### config.mk
export PLATFORM = sky130hd
export DESIGN_NAME = eirq_ctrl
export DESIGN_NICKNAME = d
export VERILOG_FILES = /design/src/rtl/eirq_pkg.sv /design/src/rtl/eirq_sync.sv /design/src/rtl/eirq_edge.sv /design/src/rtl/eirq_regs.sv /design/src/rtl/eirq_ctrl.sv
export SDC_FILE = /design/constraint.sdc
export NUM_CORES = 1
export LEC_CHECK = 0
export ABC_AREA = 1
export ABC_CLOCK_PERIOD_IN_PS = 12830
export BUFFER_PORTS_ARGS = -buffer_cell sky130_fd_sc_hd__buf_2
export CORE_MARGIN = 10
export CORE_UTILIZATION = 50
export DETAILED_ROUTE_END_ITERATION = 10
export GPL_TIMING_DRIVEN = 0
export PLACE_DENSITY = 0.72
export SLEW_MARGIN = 5
export SYNTH_ARGS = -nofsm -noshare
export SYNTH_HDL_FRONTEND = slang
export SYNTH_SLANG_ARGS = --single-unit
### constraint.sdc
create_clock -name clk -period 12.83 [get_ports clk]
set_clock_uncertainty 0.15 [all_clocks]
set_input_delay 1.9245 -clock clk [delete_from_list [all_inputs] [get_ports clk]]
set_output_delay 1.9245 -clock clk [all_outputs]
set_load 0.01 [all_outputs]
### src/rtl/eirq_pkg.sv
package eirq_pkg;

  localparam int unsigned REG_W = 32;

  // byte offsets of the register file
  localparam logic [REG_W-1:0] OFF_MASK   = 32'h0000_0000;
  localparam logic [REG_W-1:0] OFF_EVMASK = 32'h0000_0004;
  localparam logic [REG_W-1:0] OFF_RISE   = 32'h0000_0008;
  localparam logic [REG_W-1:0] OFF_FALL   = 32'h0000_000C;
  localparam logic [REG_W-1:0] OFF_SWTRIG = 32'h0000_0010;
  localparam logic [REG_W-1:0] OFF_PEND   = 32'h0000_0014;

  typedef enum logic [2:0] {
    SEL_NONE,
    SEL_MASK,
    SEL_EVMASK,
    SEL_RISE,
    SEL_FALL,
    SEL_SWTRIG,
    SEL_PEND
  } reg_sel_e;

  function automatic reg_sel_e decode_off(input logic [REG_W-1:0] off);
    reg_sel_e s;
    case (off)
      OFF_MASK:   s = SEL_MASK;
      OFF_EVMASK: s = SEL_EVMASK;
      OFF_RISE:   s = SEL_RISE;
      OFF_FALL:   s = SEL_FALL;
      OFF_SWTRIG: s = SEL_SWTRIG;
      OFF_PEND:   s = SEL_PEND;
      default:    s = SEL_NONE;
    endcase
    return s;
  endfunction

endpackage

### src/rtl/eirq_sync.sv
module eirq_sync #(
  parameter int unsigned LINES  = 16,
  parameter int unsigned STAGES = 2
) (
  input  logic             clk,
  input  logic             rst_n,
  input  logic [LINES-1:0] din,
  output logic [LINES-1:0] dout
);

  for (genvar gl = 0; gl < LINES; gl++) begin : g_line
    logic [STAGES-1:0] chain_q;
    logic [STAGES-1:0] chain_d;

    always_comb begin
      chain_d = {chain_q[STAGES-2:0], din[gl]};
    end

    always_ff @(posedge clk or negedge rst_n) begin
      if (!rst_n) begin
        chain_q <= '0;
      end else begin
        chain_q <= chain_d;
      end
    end

    assign dout[gl] = chain_q[STAGES-1];
  end

endmodule

### src/rtl/eirq_edge.sv
module eirq_edge #(
  parameter int unsigned LINES = 16
) (
  input  logic             clk,
  input  logic             rst_n,
  input  logic [LINES-1:0] sync_in,
  input  logic [LINES-1:0] rise_sel,
  input  logic [LINES-1:0] fall_sel,
  input  logic [LINES-1:0] int_mask,
  output logic [LINES-1:0] hit,
  output logic [LINES-1:0] pulse
);

  logic [LINES-1:0] prev_q;
  logic [LINES-1:0] pulse_q;
  logic [LINES-1:0] rise_w;
  logic [LINES-1:0] fall_w;
  logic [LINES-1:0] pulse_d;

  // compare the synchronised level with last cycle's copy
  always_comb begin
    rise_w  = sync_in & ~prev_q;
    fall_w  = ~sync_in & prev_q;
    hit     = (rise_w & rise_sel) | (fall_w & fall_sel);
    pulse_d = hit & int_mask;
  end

  always_ff @(posedge clk or negedge rst_n) begin
    if (!rst_n) begin
      prev_q  <= '0;
      pulse_q <= '0;
    end else begin
      prev_q  <= sync_in;
      pulse_q <= pulse_d;
    end
  end

  assign pulse = pulse_q;

endmodule

### src/rtl/eirq_regs.sv
module eirq_regs
  import eirq_pkg::*;
#(
  parameter int unsigned LINES  = 16,
  parameter int unsigned ADDR_W = 10
) (
  input  logic              clk,
  input  logic              rst_n,
  input  logic [ADDR_W-1:0] bus_addr,
  input  logic              bus_wr,
  input  logic [REG_W-1:0]  bus_wdata,
  input  logic [LINES-1:0]  hit,
  output logic [REG_W-1:0]  bus_rdata,
  output logic [LINES-1:0]  int_mask,
  output logic [LINES-1:0]  rise_sel,
  output logic [LINES-1:0]  fall_sel,
  output logic [LINES-1:0]  pend
);

  reg_sel_e         sel;
  logic [LINES-1:0] wval;
  logic             unused_wdata;

  logic [LINES-1:0] mask_q, evmask_q, rise_q, fall_q, swtrig_q, pend_q;
  logic [LINES-1:0] pend_d;
  logic             en_mask, en_evmask, en_rise, en_fall, en_swtrig;
  logic [LINES-1:0] clr_vec;

  assign unused_wdata = ^bus_wdata;

  // decode and next-state
  always_comb begin
    sel       = decode_off(REG_W'(bus_addr));
    wval      = bus_wdata[LINES-1:0];
    en_mask   = bus_wr && (sel == SEL_MASK);
    en_evmask = bus_wr && (sel == SEL_EVMASK);
    en_rise   = bus_wr && (sel == SEL_RISE);
    en_fall   = bus_wr && (sel == SEL_FALL);
    en_swtrig = bus_wr && (sel == SEL_SWTRIG);
    clr_vec   = (bus_wr && (sel == SEL_PEND)) ? wval : '0;
    // a new edge outranks a clear in the same cycle
    pend_d    = (pend_q & ~clr_vec) | hit;
  end

  always_ff @(posedge clk or negedge rst_n) begin
    if (!rst_n) begin
      mask_q   <= '0;
      evmask_q <= '0;
      rise_q   <= '0;
      fall_q   <= '0;
      swtrig_q <= '0;
      pend_q   <= '0;
    end else begin
      if (en_mask)   mask_q   <= wval;
      if (en_evmask) evmask_q <= wval;
      if (en_rise)   rise_q   <= wval;
      if (en_fall)   fall_q   <= wval;
      if (en_swtrig) swtrig_q <= wval;
      pend_q <= pend_d;
    end
  end

  // read mux, upper bits zero-extended
  always_comb begin
    unique case (sel)
      SEL_MASK:   bus_rdata = REG_W'(mask_q);
      SEL_EVMASK: bus_rdata = REG_W'(evmask_q);
      SEL_RISE:   bus_rdata = REG_W'(rise_q);
      SEL_FALL:   bus_rdata = REG_W'(fall_q);
      SEL_SWTRIG: bus_rdata = REG_W'(swtrig_q);
      SEL_PEND:   bus_rdata = REG_W'(pend_q);
      default:    bus_rdata = '0;
    endcase
  end

  assign int_mask = mask_q;
  assign rise_sel = rise_q;
  assign fall_sel = fall_q;
  assign pend     = pend_q;

endmodule

### src/rtl/eirq_ctrl.sv
module eirq_ctrl
  import eirq_pkg::*;
#(
  parameter int unsigned LINES       = 16,
  parameter int unsigned ADDR_W      = 10,
  parameter int unsigned SYNC_STAGES = 2
) (
  input  logic              clk,
  input  logic              rst_n,
  input  logic [LINES-1:0]  ext_in,
  input  logic [ADDR_W-1:0] bus_addr,
  input  logic              bus_wr,
  input  logic [REG_W-1:0]  bus_wdata,
  output logic [REG_W-1:0]  bus_rdata,
  output logic [LINES-1:0]  irq_pulse
);

  logic [1:0]       rst_pipe_q;
  logic             rst_sync_n;
  logic [LINES-1:0] sync_w;
  logic [LINES-1:0] hit_w;
  logic [LINES-1:0] imr_w;
  logic [LINES-1:0] rise_w;
  logic [LINES-1:0] fall_w;
  logic [LINES-1:0] pend_w;

  // reset asserts at once, deasserts on a clock edge
  always_ff @(posedge clk or negedge rst_n) begin
    if (!rst_n) begin
      rst_pipe_q <= '0;
    end else begin
      rst_pipe_q <= {rst_pipe_q[0], 1'b1};
    end
  end
  assign rst_sync_n = rst_pipe_q[1];

  eirq_sync #(.LINES(LINES), .STAGES(SYNC_STAGES)) u_sync (
    .clk   (clk),
    .rst_n (rst_sync_n),
    .din   (ext_in),
    .dout  (sync_w)
  );

  eirq_edge #(.LINES(LINES)) u_edge (
    .clk      (clk),
    .rst_n    (rst_sync_n),
    .sync_in  (sync_w),
    .rise_sel (rise_w),
    .fall_sel (fall_w),
    .int_mask (imr_w),
    .hit      (hit_w),
    .pulse    (irq_pulse)
  );

  eirq_regs #(.LINES(LINES), .ADDR_W(ADDR_W)) u_regs (
    .clk       (clk),
    .rst_n     (rst_sync_n),
    .bus_addr  (bus_addr),
    .bus_wr    (bus_wr),
    .bus_wdata (bus_wdata),
    .hit       (hit_w),
    .bus_rdata (bus_rdata),
    .int_mask  (imr_w),
    .rise_sel  (rise_w),
    .fall_sel  (fall_w),
    .pend      (pend_w)
  );

endmodule

* Word level (Yosys, flattened, before mapping) *
Index checks and enable logic that the tools add are counted.

operators by class
  muxes and demuxes = 3
  bitwise logic cells = 11
  equality and inequality tests = 11
  reduce and logical (&&, ||, !) cells = 7

operator list
  operator                                        count
  AND 16 bit                                      6
  one-hot mux 16 bit (6 select lines)             1
  NOT 16 bit                                      3
  OR 16 bit                                       2
  == test 10 x 4 -> 1 bit, second input constant  2
  == test 10 x 5 -> 1 bit, second input constant  2
  one-hot mux 3 bit (6 select lines)              1
  2-to-1 mux 16 bit                               1
  == test 10 x 3 -> 1 bit, second input constant  1
  zero test 10 bit                                1
  == test 3 bit, second input constant            3
  == test 3 x 2 -> 1 bit, second input constant   2
  logical AND 1 bit                               6
  == test 3 x 1 -> 1 bit, second input constant   1

word-level totals
  register bits = 162
  output and inout bits = 48
  logic and storage cells = 57
  input bits = 61

* Logic depth before layout (Yosys ltp) *
Gate-level depths: netlist of the first run.

  depth after elaboration = 8
  mapped depth = 11
  depth with buffers taken out = 10

* Cells and area by module *
Synthesis of the first run repeated with hierarchy kept, for this count alone.

second synthesis, totals
  cell total of the unflattened synthesis = 873
  area total of the unflattened synthesis = 7349.5 um2

by module, submodules not included
  module     sequential area each (um2)  area each (um2)  cells each  times used
  eirq_regs  2402.3                      4893.4           630         1
  eirq_edge  800.8                       1481.4           192         1
  eirq_sync  800.8                       920.9            48          1
  eirq_ctrl  50.0                        53.8             3           1

* Worst setup path before layout of the first run *
No wires, ideal clock.

  kind = input to output
  start point = input port bus_addr[6]
  end point = output port bus_rdata[11]
  path buffers = 1
  stages on the path = 8
  arrival time = 2.921 ns
  data required time = 10.755 ns
  slack = 7.834 ns
  path through = inv_1 nand2_1 nor2_4 nand3_1 inv_2 clkbuf_1 nand2_1 nand3_1

between the ends
  longest elaborated chain between the ends = 4
  elaborated cells on any way between the ends = 14
  classes of those cells = eq/ne (11); mux (2); reduce/logical (1)

RTL lines
  element                                          line             source
  from (decl)                                      eirq_ctrl.sv:11  input logic [ADDR_W-1:0] bus_addr,
  == test 10 x 5 -> 1 bit (tied with other cells)  eirq_pkg.sv:25   case (off)
  one-hot mux 3 bit (6 select lines) *             eirq_pkg.sv:25
  == test 3 bit (tied with other cells)            eirq_regs.sv:65  unique case (sel)
  one-hot mux 16 bit (6 select lines) *            eirq_regs.sv:65
  to (decl)                                        eirq_ctrl.sv:14  output logic [REG_W-1:0] bus_rdata,

Every way passes the cells marked *; elsewhere a longest branch is shown, timed or not.

* Worst setup path after layout of the first run *
Same ends and word-level chain as after synthesis.

==> results.json, run 1 <==
{
  "overflow": 0,
  "worstPathRequired_ns": 10.76,
  "mostFrequentLayoutCells": "nand2_1 (204), dfrtp_1 (161), buf_2 (88), inv_1 (84), o21ai_0 (65)",
  "ant_nets": 0,
  "period_share_pct": 44.5,
  "drive_above_1_share_pct": 20.6,
  "clock_latency_ns": 0.43,
  "drcViolationCount": 0,
  "worstSetupStartpointType": "primary input",
  "synth_ff_type": "dfrtp_1",
  "die_area_um2": 18300,
  "finalSetupViolations": 0,
  "syn_area_um2": 6650,
  "p_per_area_nw_per_um2": 138,
  "cap_violations": 0,
  "power_leakage_nw": 3.99,
  "clkTransAtPathRegs_ns": 0.06,
  "start_util_pct": 50.6,
  "hp-class": "reg -> async",
  "htree_levels": 4,
  "cts_hold_buf": 0,
  "synth_area_leaders": "dfrtp_1 (61%), nand2_1 (12%), o21ai_0 (4.9%)",
  "die-width_um": 135,
  "yosysSeqAreaShare_pct": 61.0,
  "final_common_cell": "nand2_1",
  "drt_first_pass_iters": 5,
  "routed.top_layer": "met4",
  "cts-root-buf": "clkbuf_16",
  "clockBufferDepth": 2,
  "clockPowerShare_pct": 47.6,
  "cts_tree": "built",
  "synth_area_per_cell_um2": 9.14,
  "final_max_slew_viol_count": 0,
  "dr_wl_met3_um": 1260,
  "cp_slowest_cell": "clkbuf_1",
  "io_pins": 109,
  "cts_setup_buffers": 0,
  "drtIter0Drc": 465,
  "grt_usage_pct": 18.4,
  "p_seq_share_pct": 48.2,
  "final_nets": 901,
  "grt_antenna_before_repair": 0,
  "p_sw_share_pct": 21.4,
  "period_needed_ns": 5.71,
  "critPathKind": "in -> out",
  "dr_wl_met2_um": 7500,
  "internal_power_mw": 0.868,
  "relSlewSlack_pct": 54.0,
  "synth_top_area_share_pct": 61.0,
  "power_switching_mw": 0.237,
  "crit_path_start": "bus_addr[6]",
  "wl_met1_um": 7200,
  "fin_tns_setup_ns": 0,
  "crit_arrival_ns": 3.64,
  "p_comb_share_pct": 4.2,
  "antennaDiodeCount": 0,
  "synth_edf_count": 0,
  "hold_viol": 0,
  "numClockSinks": 162,
  "cts_resized": 0,
  "grt_pass1_wl_um": 26100,
  "synth_cell_types": 25,
  "vias_per_cell": 4.94,
  "path_cells": "buf_2, inv_1, nand2_1, nor2_4, nand3_1, inv_2, clkbuf_1, nand2_1, nand3_1, buf_2",
  "synthArstFlopShare_pct": 100,
  "max_stage_delay_ns": 0.52,
  "fmax_mhz": 175,
  "cts-buffers-inserted": 17,
  "num_vias": 5088,
  "r2r-start": "rst_pipe_q[1]",
  "grt_pass1_vias": 5060,
  "grt_max_degree": 57,
  "wl_um": 16300,
  "syn_inst": 727,
  "coreArea_um2": 13100,
  "port_buffers": 76,
  "syn_to_final_growth_pct": 20.2,
  "outcome": "complete, no violations",
  "worstMarginPinSlew_ns": 0.689,
  "wl_per_cell_um": 15.8,
  "dp_hpwl_um": 10800,
  "num_rows": 42,
  "crit_fanout": 10,
  "ys_warn_count": 0,
  "synth_top_area_cell": "dfrtp_1",
  "crit_path_end_kind": "output port",
  "synth_seq_cells": 162,
  "instances_no_fill": 1029,
  "placed_cells": 997,
  "ir_drop_uv": 106,
  "rsz0062_at_grt": "no",
  "die_h_um": 135,
  "gp_congestion": 0.865
}
layer usage:
| metal | track usage [%] | vias up |
|---|---|---|
| li1 | - | 2497 |
| met1 | 24.1 | 2374 |
| met2 | 28.3 | 193 |
| met3 | 5.27 | 24 |
| met4 | 6.94 | 0 |
| met5 | 0 | - |
Yosys cell counts, drive strengths merged, types with 2 or more instances:
master,n
nand2,211
nor3,16
inv,88
clkbuf,6
nor2,53
conb,2
buf,32
nand3,31
a31oi,16
dfrtp,162
o21ai,106
power by group through the flow:
stage / clock network [mW] / registers, mW / logic, mW
floorplan: 0 / 0.545 / 0.0232
global placement: 0 / 0.549 / 0.0350
detailed placement: 0 / 0.542 / 0.0458
CTS: 0.531 / 0.533 / 0.0462
global route: 0.555 / 0.534 / 0.0527
finish: 0.526 / 0.533 / 0.0459
worst max-delay path, delay by kind of cell:
kind,cells,cell delay [ns]
buffers and inverters,5,1.02
and+or+nand+nor,5,0.69
state kept, by name, indices dropped and copies added (netlist names):
| signal | flops |
|---|---|
| u_sync.g_line.chain_q | 32 |
| u_regs.int_mask | 16 |
| u_edge.prev_q | 16 |
| u_regs.fall_sel | 16 |
| u_regs.swtrig_q | 16 |
| u_regs.rise_sel | 16 |
| u_regs.pend | 16 |
| rst_pipe_q | 2 |
| u_regs.evmask_q | 16 |
| u_edge.pulse | 16 |
layout make-up:
cell class	count	area (µm²)
clock inverter	8	124
fill	1173	5150
timing repair buffer	79	448
inverter	88	330
tap	176	220
clock buffer	24	492
sequential	162	4060
buffer	38	244
multi-input combinational	454	2080
worst paths after layout:
kind | slack, ns | depth (start not counted) | endpoint
min in group clk | 0.20 | 0 | u_sync.g_line[10].chain_q[1]
max | 7.12 | 10 | bus_rdata[11]
min reg2reg | 0.13 | 0 | u_regs.fall_sel[13]
min | 0.13 | 0 | u_regs.fall_sel[13]
max in group asynchronous | 11.26 | 3 | u_edge.prev_q[10]
max reg2reg | 11.26 | 3 | u_edge.prev_q[10]
stage by stage:
step / area [µm²] / hold WS [ns] / worst slack [ns] / utilization [%] / total power [mW]
floorplan: 6700 / 0.181 / 7.83 / - / 0.569
global route: 7990 / 0.174 / 6.98 / 60.8 / 1.14
CTS: 7990 / 0.159 / 7.14 / 60.8 / 1.11
detailed placement: 7380 / 0.157 / 7.13 / 56.1 / 0.588
finish: 7990 / 0.132 / 7.12 / 60.8 / 1.10
global placement: 7300 / 0.182 / 6.13 / 55.6 / 0.584
kinds of logic after synthesis:
logic type / Yosys count / share of synthesized area, %
and+or+nand+nor: 312 / 19.6
AOI/OAI and AO/OA: 125 / 10.7
other: 2 / 0.113
DFF: 162 / 61.0
buffers and inverters: 126 / 8.64
(Power assumes the default switching activity.)
==> run 2, diff against run 1 <==
--- a/config.mk
+++ b/config.mk
@@ -6,13 +6,13 @@
 export NUM_CORES = 1
 export LEC_CHECK = 0
 export ABC_AREA = 1
-export ABC_CLOCK_PERIOD_IN_PS = 12830
+export ABC_CLOCK_PERIOD_IN_PS = 5100
 export BUFFER_PORTS_ARGS = -buffer_cell sky130_fd_sc_hd__buf_2
 export CORE_MARGIN = 10
 export CORE_UTILIZATION = 50
 export DETAILED_ROUTE_END_ITERATION = 10
 export GPL_TIMING_DRIVEN = 0
-export PLACE_DENSITY = 0.72
+export PLACE_DENSITY = 0.75
 export SLEW_MARGIN = 5
 export SYNTH_ARGS = -nofsm -noshare
 export SYNTH_HDL_FRONTEND = slang
==> constraint.sdc (replaced) <==
create_clock -name clk -period 5.1 [get_ports clk]
set_clock_uncertainty 0.15 [all_clocks]
set_input_delay 0.765 -clock clk [delete_from_list [all_inputs] [get_ports clk]]
set_output_delay 0.765 -clock clk [all_outputs]
set_load 0.01 [all_outputs]
==> run 2 against run 1 <==
Compared with the run above: sequential cell count unchanged; hold slack improved by 0.011 ns; critical path depth unchanged; sequential power increased to 2.5 times the previous value; setup slack got worse by 5.5 ns; register-to-register slack got worse by 7.6 ns; die area unchanged; combinational power increased to 2.5 times the previous value; power increased by 140%; global-route usage decreased by 0.079 points; cell count about the same; routed wire length increased by 0.30%; critical path type unchanged; largest cell class unchanged; largest power group unchanged.
==> results.json, run 2 (synthesized netlist as in run 1, its figures left out) <==
{
  "grt_pass1_wl_um": 26000,
  "die_area_um2": 18300,
  "r2r_setup_slack_ns": 3.62,
  "nFillCells": 1138,
  "wl_um": 16300,
  "power_leakage_nw": 3.95,
  "grt_antenna_before_repair": 0,
  "placed_cell_area_um2": 7360,
  "gp_congestion": 0.850,
  "finalSetupViolations": 0,
  "worstSetupStartpointType": "primary input",
  "crit_path_end_kind": "output port",
  "reg2reg_to": "u_edge.prev_q[3]",
  "drt_first_pass_iters": 6,
  "syn_to_final_growth_pct": 19.5,
  "htree_levels": 4,
  "io_pins": 109,
  "clock_latency_ns": 0.43,
  "whs_ns": 0.143,
  "final_common_cell": "nand2_1",
  "dp_hpwl_um": 10900,
  "clkTransAtPathRegs_ns": 0.06,
  "crit_arrival_ns": 2.52,
  "fmax_mhz": 291,
  "cts_resized": 0,
  "grt_pass1_vias": 5038,
  "clockBufferDepth": 2,
  "die-width_um": 135,
  "port_buffers": 76,
  "rsz0062_at_grt": "no",
  "dp_slack_ns": 1.66,
  "worstPathRequired_ns": 4.18,
  "num_rows": 42,
  "grt_usage_pct": 18.3,
  "numClockSinks": 162,
  "final_max_slew_viol_count": 0,
  "cts-buffers-inserted": 17,
  "vias_per_cell": 5.03,
  "ir_drop_uv": 255,
  "relSlewSlack_pct": 51.5,
  "period_needed_ns": 3.44,
  "fin_tns_setup_ns": 0,
  "grt_max_degree": 70,
  "cts_tree": "built",
  "overflow": 0,
  "final_nets": 901,
  "r2r-start": "rst_pipe_q[1]",
  "die_h_um": 135,
  "hold_viol": 0,
  "start_util_pct": 50.6,
  "cts-root-buf": "clkbuf_16",
  "crit_fanout": 10,
  "p_per_area_nw_per_um2": 339,
  "drtIter0Drc": 537,
  "antennaDiodeCount": 0,
  "num_vias": 5171,
  "hp-class": "reg -> async",
  "coreArea_um2": 13100,
  "mostFrequentLayoutCells": "nand2_1 (204), dfrtp_1 (161), buf_2 (88), inv_1 (84), o21ai_0 (65)",
  "drcViolationCount": 0,
  "worstMarginPinSlew_ns": 0.728,
  "reg2reg_depth": 2,
  "cap_violations": 0,
  "wl_per_cell_um": 15.9,
  "fin_area_um2": 7950,
  "outcome": "complete, no violations",
  "ant_nets": 0,
  "regMostFlops": "u_sync.g_line.chain_q",
  "largest_reg_flops": 32,
  "fin_ws_ns": 1.66,
  "period_share_pct": 67.4,
  "drive_above_1_share_pct": 20.4,
  "critPathKind": "in -> out"
}
## run 2: critical path: stages
cell	delay (ns)
buf_2	0.10
inv_1	0.08
nand2_1	0.09
nor2_4	0.19
nand3_1	0.15
inv_2	0.21
clkbuf_1	0.51
nand2_1	0.10
nand3_1	0.16
buf_2	0.16
## run 2: layer usage
layer,vias up,wire (µm),track usage (%)
met4,0,240,5.26
met5,-,0,0
met2,177,7590,28.3
met1,2482,7230,24.5
met3,21,1240,5.42
li1,2491,-,-
## run 2: repair_timing
item / 4_1_cts / 5_1_grt
endpoints found under the hold margin: 2 / 0
hold buffers: 1 / 0
setup buffers: 0 / 0
## run 2: worst max path at each step
stage | to | startpoint | slack (ns) | cells after the start
2_1_floorplan | u_edge.prev_q[0] | rst_pipe_q[1] | 0.10 | 0
3_3_place_gp | u_sync.g_line[7].chain_q[1] | rst_pipe_q[1] | -1.64 | 0
3_5_place_dp | bus_rdata[1] | bus_addr[5] | 1.66 | 10
4_1_cts | bus_rdata[1] | bus_addr[5] | 1.65 | 10
5_1_grt | bus_rdata[3] | bus_addr[6] | 1.54 | 10
6_report | bus_rdata[13] | bus_addr[5] | 1.66 | 10
## run 2: through the flow
stage | utilization (%) | cells | total power, mW
global route | 60.5 | 1028 | 2.78
floorplan | - | 742 | 1.43
finish | 60.5 | 1028 | 2.70
CTS | 60.5 | 1028 | 2.71
detailed placement | 56.0 | 996 | 1.48
global placement | 55.6 | 994 | 1.47
## run 2: final cells by class
cell class              count  area, µm²  area share [%]
flip-flops and latches    162       4060            51.1
multi-input cells         454       2080            26.1
clock buffers              22        464            5.84
repair buffers             79        445            5.61
inverters                  88        330            4.16
plain buffers              38        244            3.07
well taps                 176        220            2.77
clock inverters             9        108            1.35
## run 2: report_power, final
part | total, mW | leakage, nW | internal (mW) | switching, mW
clock | 1.24 | 0.264 | 0.741 | 0.499
combinational | 0.115 | 1.71 | 0.0424 | 0.0725
sequential | 1.34 | 1.98 | 1.32 | 0.0216
